[src/rtl/xao_pkg.sv]
package xao_pkg;

  typedef enum logic {
    PTR_WR = 1'b0,
    PTR_RD = 1'b1
  } ptr_sel_e;

  typedef enum logic {
    MAP_FLAT = 1'b0,
    MAP_ROWCOL = 1'b1
  } map_mode_e;

endpackage

[src/rtl/xao_capture.sv]
module xao_capture
  import xao_pkg::*;
#(
  parameter int COORD_W = 12
) (
  input  logic               clk,
  input  logic               rst_n,
  input  logic               ovr_valid_i,
  input  logic               dual_chan_i,
  input  logic [2*COORD_W-1:0] ovr_addr_i,
  input  logic               rd_sel_i,
  input  logic               map_2d_i,
  input  logic [COORD_W-1:0] row_len_i,
  output logic               cap_vld_o,
  output ptr_sel_e           cap_sel_o,
  output map_mode_e          cap_mode_o,
  output logic [COORD_W-1:0] cap_row_o,
  output logic [COORD_W-1:0] cap_col_o,
  output logic [COORD_W-1:0] cap_len_o
);

  logic               take;
  logic               vld_n;
  ptr_sel_e           sel_n;
  map_mode_e          mode_n;
  logic [COORD_W-1:0] row_n, col_n, len_n;

  assign take = ovr_valid_i & ~dual_chan_i;

  always_comb begin
    vld_n  = take;
    sel_n  = cap_sel_o;
    mode_n = cap_mode_o;
    row_n  = cap_row_o;
    col_n  = cap_col_o;
    len_n  = cap_len_o;
    if (take) begin
      sel_n  = ptr_sel_e'(rd_sel_i);
      mode_n = map_mode_e'(map_2d_i);
      row_n  = ovr_addr_i[2*COORD_W-1:COORD_W];
      col_n  = ovr_addr_i[COORD_W-1:0];
      len_n  = row_len_i;
    end
  end

  always_ff @(posedge clk or negedge rst_n) begin
    if (!rst_n) begin
      cap_vld_o  <= 1'b0;
      cap_sel_o  <= PTR_WR;
      cap_mode_o <= MAP_FLAT;
      cap_row_o  <= '0;
      cap_col_o  <= '0;
      cap_len_o  <= '0;
    end else begin
      cap_vld_o  <= vld_n;
      cap_sel_o  <= sel_n;
      cap_mode_o <= mode_n;
      cap_row_o  <= row_n;
      cap_col_o  <= col_n;
      cap_len_o  <= len_n;
    end
  end

endmodule

[src/rtl/xao_linearize.sv]
module xao_linearize
  import xao_pkg::*;
#(
  parameter int COORD_W = 12,
  parameter int MEM_AW  = 22
) (
  input  map_mode_e          mode_i,
  input  logic [COORD_W-1:0] row_i,
  input  logic [COORD_W-1:0] col_i,
  input  logic [COORD_W-1:0] len_i,
  output logic [MEM_AW-1:0]  addr_o,
  output logic               oor_o
);

  localparam int FLAT_W = 2 * COORD_W;
  localparam int SUM_W  = 2 * COORD_W + 1;

  logic [FLAT_W-1:0] flat_word;
  logic [FLAT_W-1:0] product;
  logic [SUM_W-1:0]  sum;
  logic [MEM_AW-1:0] flat_fit;
  logic [MEM_AW-1:0] sum_fit;

  assign flat_word = {row_i, col_i};
  assign product   = row_i * len_i;
  assign sum       = {1'b0, product} + {{(SUM_W-COORD_W){1'b0}}, col_i};

  generate
    if (MEM_AW <= FLAT_W) begin : g_flat_cut
      assign flat_fit = flat_word[MEM_AW-1:0];
    end else begin : g_flat_ext
      assign flat_fit = {{(MEM_AW-FLAT_W){1'b0}}, flat_word};
    end

    if (MEM_AW <= SUM_W) begin : g_sum_cut
      assign sum_fit = sum[MEM_AW-1:0];
    end else begin : g_sum_ext
      assign sum_fit = {{(MEM_AW-SUM_W){1'b0}}, sum};
    end
  endgenerate

  assign addr_o = (mode_i == MAP_ROWCOL) ? sum_fit : flat_fit;
  assign oor_o  = (mode_i == MAP_ROWCOL) && (col_i >= len_i);

endmodule

[src/rtl/xao_issue.sv]
module xao_issue
  import xao_pkg::*;
#(
  parameter int MEM_AW = 22
) (
  input  logic              clk,
  input  logic              rst_n,
  input  logic              cap_vld_i,
  input  ptr_sel_e          cap_sel_i,
  input  logic [MEM_AW-1:0] lin_addr_i,
  input  logic              lin_oor_i,
  output logic              wptr_load_o,
  output logic              rptr_load_o,
  output logic [MEM_AW-1:0] ptr_addr_o,
  output logic              col_oor_o
);

  logic              wld_n, rld_n, oor_n;
  logic [MEM_AW-1:0] addr_n;

  always_comb begin
    wld_n  = cap_vld_i && (cap_sel_i == PTR_WR);
    rld_n  = cap_vld_i && (cap_sel_i == PTR_RD);
    addr_n = ptr_addr_o;
    oor_n  = col_oor_o;
    if (cap_vld_i) begin
      addr_n = lin_addr_i;
      oor_n  = col_oor_o | lin_oor_i;
    end
  end

  always_ff @(posedge clk or negedge rst_n) begin
    if (!rst_n) begin
      wptr_load_o <= 1'b0;
      rptr_load_o <= 1'b0;
      ptr_addr_o  <= '0;
      col_oor_o   <= 1'b0;
    end else begin
      wptr_load_o <= wld_n;
      rptr_load_o <= rld_n;
      ptr_addr_o  <= addr_n;
      col_oor_o   <= oor_n;
    end
  end

endmodule

[src/rtl/xaddr_override.sv]
module xaddr_override
  import xao_pkg::*;
#(
  parameter int COORD_W = 12,
  parameter int MEM_AW  = 22
) (
  input  logic                 clk,
  input  logic                 rst_n,
  input  logic                 ovr_valid_i,
  input  logic                 dual_chan_i,
  input  logic [2*COORD_W-1:0] ovr_addr_i,
  input  logic                 rd_sel_i,
  input  logic                 map_2d_i,
  input  logic [COORD_W-1:0]   row_len_i,
  output logic                 wptr_load_o,
  output logic                 rptr_load_o,
  output logic [MEM_AW-1:0]    ptr_addr_o,
  output logic                 col_oor_o
);

  logic               cap_vld;
  ptr_sel_e           cap_sel;
  map_mode_e          cap_mode;
  logic [COORD_W-1:0] cap_row, cap_col, cap_len;
  logic [MEM_AW-1:0]  lin_addr;
  logic               lin_oor;

  xao_capture #(.COORD_W(COORD_W)) u_capture (
    .clk        (clk),
    .rst_n      (rst_n),
    .ovr_valid_i(ovr_valid_i),
    .dual_chan_i(dual_chan_i),
    .ovr_addr_i (ovr_addr_i),
    .rd_sel_i   (rd_sel_i),
    .map_2d_i   (map_2d_i),
    .row_len_i  (row_len_i),
    .cap_vld_o  (cap_vld),
    .cap_sel_o  (cap_sel),
    .cap_mode_o (cap_mode),
    .cap_row_o  (cap_row),
    .cap_col_o  (cap_col),
    .cap_len_o  (cap_len)
  );

  xao_linearize #(.COORD_W(COORD_W), .MEM_AW(MEM_AW)) u_linearize (
    .mode_i(cap_mode),
    .row_i (cap_row),
    .col_i (cap_col),
    .len_i (cap_len),
    .addr_o(lin_addr),
    .oor_o (lin_oor)
  );

  xao_issue #(.MEM_AW(MEM_AW)) u_issue (
    .clk        (clk),
    .rst_n      (rst_n),
    .cap_vld_i  (cap_vld),
    .cap_sel_i  (cap_sel),
    .lin_addr_i (lin_addr),
    .lin_oor_i  (lin_oor),
    .wptr_load_o(wptr_load_o),
    .rptr_load_o(rptr_load_o),
    .ptr_addr_o (ptr_addr_o),
    .col_oor_o  (col_oor_o)
  );

endmodule

[config.mk]
export PLATFORM = sky130hd
export DESIGN_NAME = xaddr_override
export DESIGN_NICKNAME = d
export VERILOG_FILES = /design/src/rtl/xao_pkg.sv /design/src/rtl/xao_capture.sv /design/src/rtl/xao_linearize.sv /design/src/rtl/xao_issue.sv /design/src/rtl/xaddr_override.sv
export SDC_FILE = /design/constraint.sdc
export NUM_CORES = 1
export LEC_CHECK = 0
export ABC_AREA = 1
export BUFFER_PORTS_ARGS = -buffer_cell sky130_fd_sc_hd__buf_2
export CAP_MARGIN = 20
export CORE_UTILIZATION = 43
export CTS_CLUSTER_DIAMETER = 200
export DETAILED_ROUTE_END_ITERATION = 6
export GPL_TIMING_DRIVEN = 0
export PLACE_DENSITY = 0.69
export SLEW_MARGIN = 10
export SYNTH_ARGS = -nofsm -noshare
export SYNTH_HDL_FRONTEND = slang
export SYNTH_HIERARCHICAL = 1
export SYNTH_SLANG_ARGS = --single-unit
[constraint.sdc]
create_clock -name clk -period 12 [get_ports clk]
set_clock_uncertainty 0.15 [all_clocks]
set_input_delay 1.2 -clock clk [delete_from_list [all_inputs] [get_ports clk]]
set_output_delay 1.2 -clock clk [all_outputs]
set_load 0.1 [all_outputs]
-- After elaboration in Yosys (flattened, before gate mapping)
Index checks and enable logic that the tools add are counted.
- muxes and demuxes: 1
- bitwise operators: 4
- $mul: 1
- add/subtract/negate cells: 1
- reductions and logical operators: 3
- $lt $le $gt $ge: 1
- operators with widths (kind ; count):
    $add 22x12->22 ; 1
    $mul 12x12->22 ; 1
    $mux 22 ; 1
    $ge 12x12->1 ; 1
    $logic_and 1x1->1 ; 3
    $not 1->1 ; 2
    $and 1x1->1 ; 1
    $or 1x1->1 ; 1
- output and inout port bits: 25
- word-level logic and storage cells: 21
- bits in registers: 64
- bits of input ports: 42

-- Logic depth before layout (Yosys ltp)
Gate-level depths: netlist (run 1).
- word-level depth: 3
- gate-level depth with buffers: 26
- mapped depth without buffers: 25

-- By module
Netlist (run 1), hierarchy kept.
- modules (own cells, without submodules) (module ; seq. area each (µm²) ; cells an instance ; area each (µm²) ; times used):
    xao_linearize ; 0.0 ; 881 ; 5968.2 ; 1
    xao_capture ; 975.9 ; 168 ; 1541.5 ; 1
    xao_issue ; 625.6 ; 103 ; 992.2 ; 1

-- Worst setup path after synthesis (run 1)
OpenSTA, ideal clock, no wires.
- path kind: flip-flop to flip-flop
- start: register u_capture.cap_row_o[7]
- end: register u_issue.ptr_addr_o[20]
- slack: 7.174 ns
- arrival time: 4.554 ns
- period minus slack after synthesis: 4.826 ns
- stages on the path, launching flop included: 22
- required time: 11.728 ns
- cell sequence: dfrtp_1 > clkbuf_1 > nand2_1 > fa_1 > fa_1 > fa_1 > inv_1 > fa_1 > inv_1 > fa_1 > inv_1 > ha_1 > nand2_2 > inv_1 > a21oi_1 > nand3_2 > nand2_2 > nand3b_1 > nand3_1 > nand2_1 > nand2_1 > nand2_1
- longest elaborated chain between the ends: 3
- ends and longest elaborated chain (element ; line ; RTL):
    start, declared ; xao_capture.sv:17 ; output logic [COORD_W-1:0] cap_row_o,
    start signal, assigned ; xao_capture.sv:58 ; cap_row_o <= row_n;
    $mul 12x12->22 ; xao_linearize.sv:25 ; assign product = row_i * len_i;
    $add 22x12->22 ; xao_linearize.sv:26 ; assign sum = {1'b0, product} + {{(SUM_W-COORD_W){1'b0}}, col_i};
    $mux 22 ; xao_linearize.sv:42 ; assign addr_o = (mode_i == MAP_ROWCOL) ? sum_fit : flat_fit;
    named net lin_addr[20] ; xaddr_override.sv:25 ; logic [MEM_AW-1:0] lin_addr;
    end signal, assigned ; xao_issue.sv:41 ; ptr_addr_o <= addr_n;
    end, declared ; xao_issue.sv:14 ; output logic [MEM_AW-1:0] ptr_addr_o,
The timed path passes the listed nets, and every way through them passes these cells.
A chain may end at the register's enable or synchronous reset.

-- Worst setup path in the final report (run 1)
- start: register u_capture.cap_row_o[6]
- end: register u_issue.ptr_addr_o[20]
The elaborated chain is that of the path after synthesis.

==> impl_metrics.yaml, run 1 <==
routing:
  firstDrtPassIters: 5
  wl_met3_um: 1368
  wl_met1_um: 9737
  maxUsedRoutingLayer: "met4"
  drt-initial-drc-count: 379
  routed_wl_um: 20600
  remaining_drc_errors: 0
  num_vias: 7122
  antenna_left: 0
  wl_met2_um: 9151
  viasPerCell: 4.751
  wl_per_cell_um: 13.74
die:
  start_util_pct: 43.83
  core_sq_um: 19400
  dieArea_sq_um: 20340
  io-pin-count: 67
  die-height_um: 142.6
  die_w_um: 142.6
  num_rows: 51
yosys:
  avgSynthCellArea_sq_um: 7.380
  syn_area_sq_um: 8502
  synth_cells: 1152
  synth_flop_cell: "dfrtp_1"
  synth-seq-cells: 64
  synth_top_area_share_pct: 25.90
  synth_edf_count: 0
  ys_seq_area_share_pct: 18.84
  yosys.area.top_type: "fa_1"
  ys_warn_count: 6
  syn_nets: 1376
  ys_async_sr_fraction_pct: 100.0
  yosys-top-cells-area: "fa_1 (26%), dfrtp_1 (19%), nand2_1 (17%)"
  synth_cell_types: 34
placed_design:
  gp_congestion: 0.9045
  numPortBuffers: 66
  dp_hpwl_um: 17190
  dpl-instance-area_sq_um: 9166
final_layout:
  diodes: 0
  nets: 1453
  final_cell_mix: "nand2_1 (396), inv_1 (285), fa_1 (110)"
  final_common_cell: "nand2_1"
  area_delta_synth_final_pct: 11.41
  post-route-util_pct: 48.83
  finalInstanceArea_sq_um: 9472
  final_layout_size_suffix_gt1_share_pct: 11.02
worst_setup_path:
  critPathRequiredTime_ns: 12.08
  startpoint_type: "flip-flop"
  worstPathMaxFanout: 10
  critPathKind: "flip-flop to flip-flop"
  cp-end-kind: "flip-flop"
  rrSetupSlack_ns: 6.40
  cp_data_arrival_time_ns: 5.68
sta:
  hold_viol: 0
  fin_setup_tns_ns: 0
  finalCriticalPeriod_ns: 5.601
  relSlewSlack_pct: 47.09
  whs_ns: 0.3137
  rsz0062_at_grt: "false"
  setup_violations: 0
  fmax_mhz: 178.5
  finalCritPeriodShare_pct: 46.67
  slew_violations: 0
  tightestPinTransition_ns: 0.7936
power:
  p_leak_nw: 5.805
  powerDensity_nw_per_um2: 273.1
  ir_drop_mv: 0.1594
global_route:
  grt_first_pass_wirelength_um: 35250
  grt_start_max_net_pins: 65
  grt-ovfl-total: 0
  grtUsageTotal_pct: 22.42
  antenna_found_initial: 0
  grt_pass1_vias: 7216
worst_hold_path:
  hp-class: "flip-flop to flip-flop"
clocking:
  cts_sinks: 64
  root_buffer: "clkbuf_16"
  insertion_delay_ns: 0.34
  cts_buffer_depth: 2
  cts.clk_slew.worst_paths_ns: 0.06
  cts_resized: 0
  cts_tree: "built"
  cts_buffers: 9
  post_cts_buffers: 0
  cts_hold_buf: 0
  htreeDepth: 3
run_status:
  outcome: "completed"
job:
  maxCapViolations: 0
[per-layer routing]
metal	up-vias	global-route usage (%)
met5	-	0
met4	0	5.150
met3	28	4.963
met2	232	36.97
met1	3349	30.00
li1	3513	-
[through the flow]
step / cells / total power [mW] / worst slack [ns]
floorplan: 1152 / 1.908 / 7.174
global placement: 1483 / 2.267 / 6.555
detailed placement: 1483 / 2.312 / 6.506
CTS: 1499 / 2.592 / 6.446
global route: 1499 / 2.879 / 6.162
finish: 1499 / 2.587 / 6.399
[sequential cells by signal (all words and copies together) (netlist names)]
register / count
u_issue/col_oor_o: 1
u_issue/wptr_load_o: 1
u_capture/cap_vld_o: 1
u_capture/cap_len_o: 12
u_issue/ptr_addr_o: 22
u_capture/cap_row_o: 12
u_issue/rptr_load_o: 1
u_capture/cap_col_o: 12
u_capture/cap_mode_o: 1
u_capture/cap_sel_o: 1
[synth_stat cells, drive strengths merged, types with 4 or more instances]
master / number
fa: 110
nor2: 26
buf: 20
clkbuf: 25
nand3: 69
inv: 289
nand4: 4
dfrtp: 64
nand2: 415
a21oi: 21
o21ai: 15
ha: 72
nand3b: 5
[critical path: stages (launching register included)]
cell and delay, ns:
dfrtp_1 0.49, clkbuf_1 0.50, nand2_1 0.17, fa_1 0.53, fa_1 0.52, fa_1 0.55
inv_1 0.05, fa_1 0.47, inv_1 0.05, fa_1 0.53, inv_1 0.04, ha_1 0.37
nand2_2 0.16, inv_1 0.05, a21oi_1 0.16, nand3_2 0.17, nand2_2 0.11, nand3b_1 0.07
nand3_1 0.13, nand2_1 0.06, nand2_1 0.08, nand2_1 0.05
[power by group]
group | total, mW | switching [mW] | internal (mW)
logic | 2.02 | 1.35 | 0.664
clock network | 0.262 | 0.0993 | 0.163
registers | 0.310 | 0.0471 | 0.263
total | 2.59 | 1.50 | 1.09
[kinds of logic (layout without fill, tap and decap cells)]
logic type                 count (synthesis)  after routing  share of synthesized area [%]
AOI/OAI and AO/OA                         43             43                          2.767
adders and majority gates                182            182                          36.50
buffers and inverters                    335            417                          15.81
and+or+nand+nor                          525            525                          25.78
xor gates and xnor gates                   3              3                         0.3091
DFF                                       64             64                          18.84
[worst paths after layout]
| kind | from | endpoint | cells after the start |
|---|---|---|---|
| setup / recovery | u_capture/cap_row_o[6]$_DFFE_PN0P_ | u_issue/ptr_addr_o[20]$_DFFE_PN0P_ | 21 |
| hold / removal | u_issue/ptr_addr_o[0]$_DFFE_PN0P_ | u_issue/ptr_addr_o[0]$_DFFE_PN0P_ | 2 |
| setup reg to reg | u_capture/cap_row_o[6]$_DFFE_PN0P_ | u_issue/ptr_addr_o[20]$_DFFE_PN0P_ | 21 |
| hold reg to reg | u_issue/ptr_addr_o[0]$_DFFE_PN0P_ | u_issue/ptr_addr_o[0]$_DFFE_PN0P_ | 2 |
| max in group asynchronous | rst_n | u_issue/ptr_addr_o[16]$_DFFE_PN0P_ | 1 |
| min in group asynchronous | rst_n | u_capture/cap_col_o[3]$_DFFE_PN0P_ | 1 |
[area by class of cell]
type                            count  area [sq um]
Fill cell                        1957          9927
Multi-Input combinational cell    753          5557
Sequential cell                    64          1602
Inverter                          290          1096
Timing Repair Buffer               66         332.8
Tap cell                          265         331.6
Buffer                             45         247.7
Clock buffer                        9         225.2
Clock inverter                      7         80.08
No activity file was read; power rests on OpenSTA's default activity.
==> run 2: changes to the inputs <==
Settings changed: ABC_AREA 1 to 0, PLACE_DENSITY 0.69 to 0.72.
Clock period 12 ns to 5 ns, I/O delays scaled along.
==> run 2 against run 1 <==
Compared with the run above:
- the run now ends with negative setup slack left
- maximum frequency increased by 3.8%
- flip-flop and latch count unchanged
- wire length decreased by 2.9%
==> impl_metrics.yaml, run 2 <==
yosys:
  ys_seq_area_share_pct: 19.75
  yosys.cell_count.top_type: "inv_1"
  synth_edf_count: 0
  synthMuxAreaShare_pct: 10.26
  syn_area_sq_um: 8108
  synth_cells: 823
  synth-simple-area-share_pct: 12.13
  ys_warn_count: 6
  synth-seq-cells: 64
  yosys-top-cells-area: "fa_1 (27%), dfrtp_1 (20%), ha_1 (11%)"
  synth_top_area_share_pct: 27.16
  synth_compound_area_share_pct: 7.654
  synthAdderAreaFrac_pct: 38.27
  ys_async_sr_fraction_pct: 100.0
  synth_xor_area_share_pct: 1.296
  syn_nets: 1047
  synth_common_cells: "inv_1 (179), fa_1 (110), nand2_1 (81)"
  avgSynthCellArea_sq_um: 9.851
  yosys.area.top_type: "fa_1"
  synth_top_family_by_area: "adder cells"
  synth_flop_cell: "dfrtp_1"
  synth_cell_types: 54
worst_hold_path:
  worstHoldStart: "ovr_addr_i[17]"
  whs_path_depth: 2
  hp-class: "input port to flip-flop"
  hold_end: "u_capture/cap_row_o[5]$_DFFE_PN0P_"
routing:
  drt-initial-drc-count: 271
  remaining_drc_errors: 0
  routed_wl_um: 20010
  wl_per_cell_um: 17.04
  viasPerCell: 5.162
  antenna_left: 0
  num_vias: 6060
  firstDrtPassIters: 5
sta:
  setup_ws_ns: -0.3943
  whs_ns: 0.2244
  fmax_mhz: 185.4
  tightestPinTransition_ns: 0.9184
  rsz0062_at_grt: "true"
  finalCritPeriodShare_pct: 107.9
  hold_viol: 0
  setup_violations: 12
  relSlewSlack_pct: 38.77
  finalCriticalPeriod_ns: 5.394
  slew_violations: 0
die:
  num_rows: 49
  dieArea_sq_um: 19410
  core_sq_um: 18210
  start_util_pct: 44.53
  io-pin-count: 67
  die_w_um: 139.3
  die-height_um: 139.3
global_route:
  grt-ovfl-total: 0
  grt_util_met1_pct: 27.48
  grtUsageTotal_pct: 22.31
  use_met2_pct: 37.53
  grt_start_max_net_pins: 35
  grt_pass1_vias: 6575
  use_met3_pct: 3.682
  top_usage_layer: "met2"
  grt_first_pass_wirelength_um: 33290
  antenna_found_initial: 0
worst_setup_path:
  timing.rr.start: "u_capture/cap_row_o[7]$_DFFE_PN0P_"
  rr_worst_depth: 19
  crit_path_cell_trace: "buf_8 > and2_4 > fa_1 > inv_1 > fa_1 > inv_1 > fa_1 > inv_1 > fa_2 > fa_1 > inv_2 > ha_4 > a2111o_1 > o21ai_2 > a211oi_2 > a221oi_2 > xnor2_1 > mux2_4 > mux2_4"
  cp_data_arrival_time_ns: 5.47
  worstPathMaxFanout: 6
  critPathRequiredTime_ns: 5.08
  reg2reg_to: "u_issue/ptr_addr_o[14]$_DFFE_PN0P_"
  critPathKind: "flip-flop to flip-flop"
  cp-end-kind: "flip-flop"
  worst_path_dominant_cell_family: "adder cells"
  cp_slowest_cell: "fa_1"
  rrSetupSlack_ns: -0.39
  cp_common_cell: "fa_1"
  cp_num_buf_inv: 5
  startpoint_type: "flip-flop"
  critPathMaxStageDelay_ns: 0.55
final_layout:
  diodes: 0
  nets: 1164
  final_common_cell: "inv_1"
  area_delta_synth_final_pct: 21.87
  final_cell_mix: "inv_1 (172), fa_1 (107), nand2_1 (80)"
  final_layout_size_suffix_gt1_share_pct: 30.48
  largest_reg_flops: 22
  top_register: "u_issue/ptr_addr_o"
  fin_cells: 1174
clocking:
  cts_buffer_depth: 2
  insertion_delay_ns: 0.35
  cts_buffers: 9
  cts_tree: "built"
  htreeDepth: 3
  root_buffer: "clkbuf_16"
  cts.clk_slew.worst_paths_ns: 0.06
  cts_sinks: 64
run_status:
  outcome: "finished with violations"
  violations: "negative setup slack"
placed_design:
  dp.cells: 1119
  place_ws_ns: -0.7551
  gp_congestion: 0.8565
  numPortBuffers: 66
  dp_hpwl_um: 15240
job:
  maxCapViolations: 0
-- run 2: changes by cell type after synthesis, sizes merged, moves of 5 or more --
cell / change
mux2: +64
a21o: +8
and2: +64
o211ai: +5
nand2b: +6
nand3: -66
inv: -110
xnor2: +8
buf: -12
nand2: -334
-- run 2: per-layer routing --
layer	up-vias	wire length [um]	share of wire, %
li1	2803	-	-
met4	0	957	4.8
met1	3024	8443	42
met5	-	0	0
met2	178	9700	48
met3	55	907	4.5
-- run 2: repair_timing --
action | CTS | global route
hold buffers | 1 | 0
pin swaps | 28 | 25
setup buffers | 29 | 14
gates resized for setup | 77 | 27
endpoints found under the hold margin | 30 | 0
setup endpoints to repair | 14 | 14
-- run 2: layout make-up --
type	instances	area (sq um)
fill	1582	8328
multi-input combinational	546	5957
sequential	64	1618
timing repair buffer	111	689.4
inverter	179	675.6
buffer	29	334.1
tap	229	286.5
clock buffer	9	225.2
clock inverter	7	95.09
-- run 2: cells by family after synthesis --
logic type,count (synthesis)
buffers and inverters,213
and+or+nand+nor,200
adders and majority gates,182
AOI/OAI and AO/OA,87
muxes,65
DFF,64
xor gates and xnor gates,12
-- run 2: per-stage QoR --
step | util [%] | setup TNS, ns | instance area (sq um)
after floorplan | - | -0.3362 | 8244
after global placement | 48.66 | -6.378 | 8861
after detailed placement | 48.79 | -6.739 | 8884
after CTS | 53.27 | -3.460 | 9701
after global routing | 54.26 | -5.261 | 9881
final | 54.26 | -3.120 | 9881
-- run 2: worst max-delay path by stage --
| stage | cells past startpoint | to | from | slack (ns) |
|---|---|---|---|---|
| CTS | 19 | u_issue/ptr_addr_o[14]$_DFFE_PN0P_ | u_capture/cap_row_o[7]$_DFFE_PN0P_ | -0.38 |
| floorplan | 19 | u_issue/ptr_addr_o[14]$_DFFE_PN0P_ | u_capture/cap_row_o[7]$_DFFE_PN0P_ | -0.20 |
| detailed placement | 20 | u_issue/ptr_addr_o[20]$_DFFE_PN0P_ | u_capture/cap_row_o[9]$_DFFE_PN0P_ | -0.76 |
| finish | 19 | u_issue/ptr_addr_o[14]$_DFFE_PN0P_ | u_capture/cap_row_o[7]$_DFFE_PN0P_ | -0.39 |
| global route | 18 | u_issue/ptr_addr_o[14]$_DFFE_PN0P_ | u_capture/cap_row_o[11]$_DFFE_PN0P_ | -0.54 |
| global placement | 20 | u_issue/ptr_addr_o[20]$_DFFE_PN0P_ | u_capture/cap_row_o[9]$_DFFE_PN0P_ | -0.75 |
Power of run 2 is left out: the tool's default activity adds up to more than one toggle a clock period on the data nets, which glitch-free logic cannot reach.
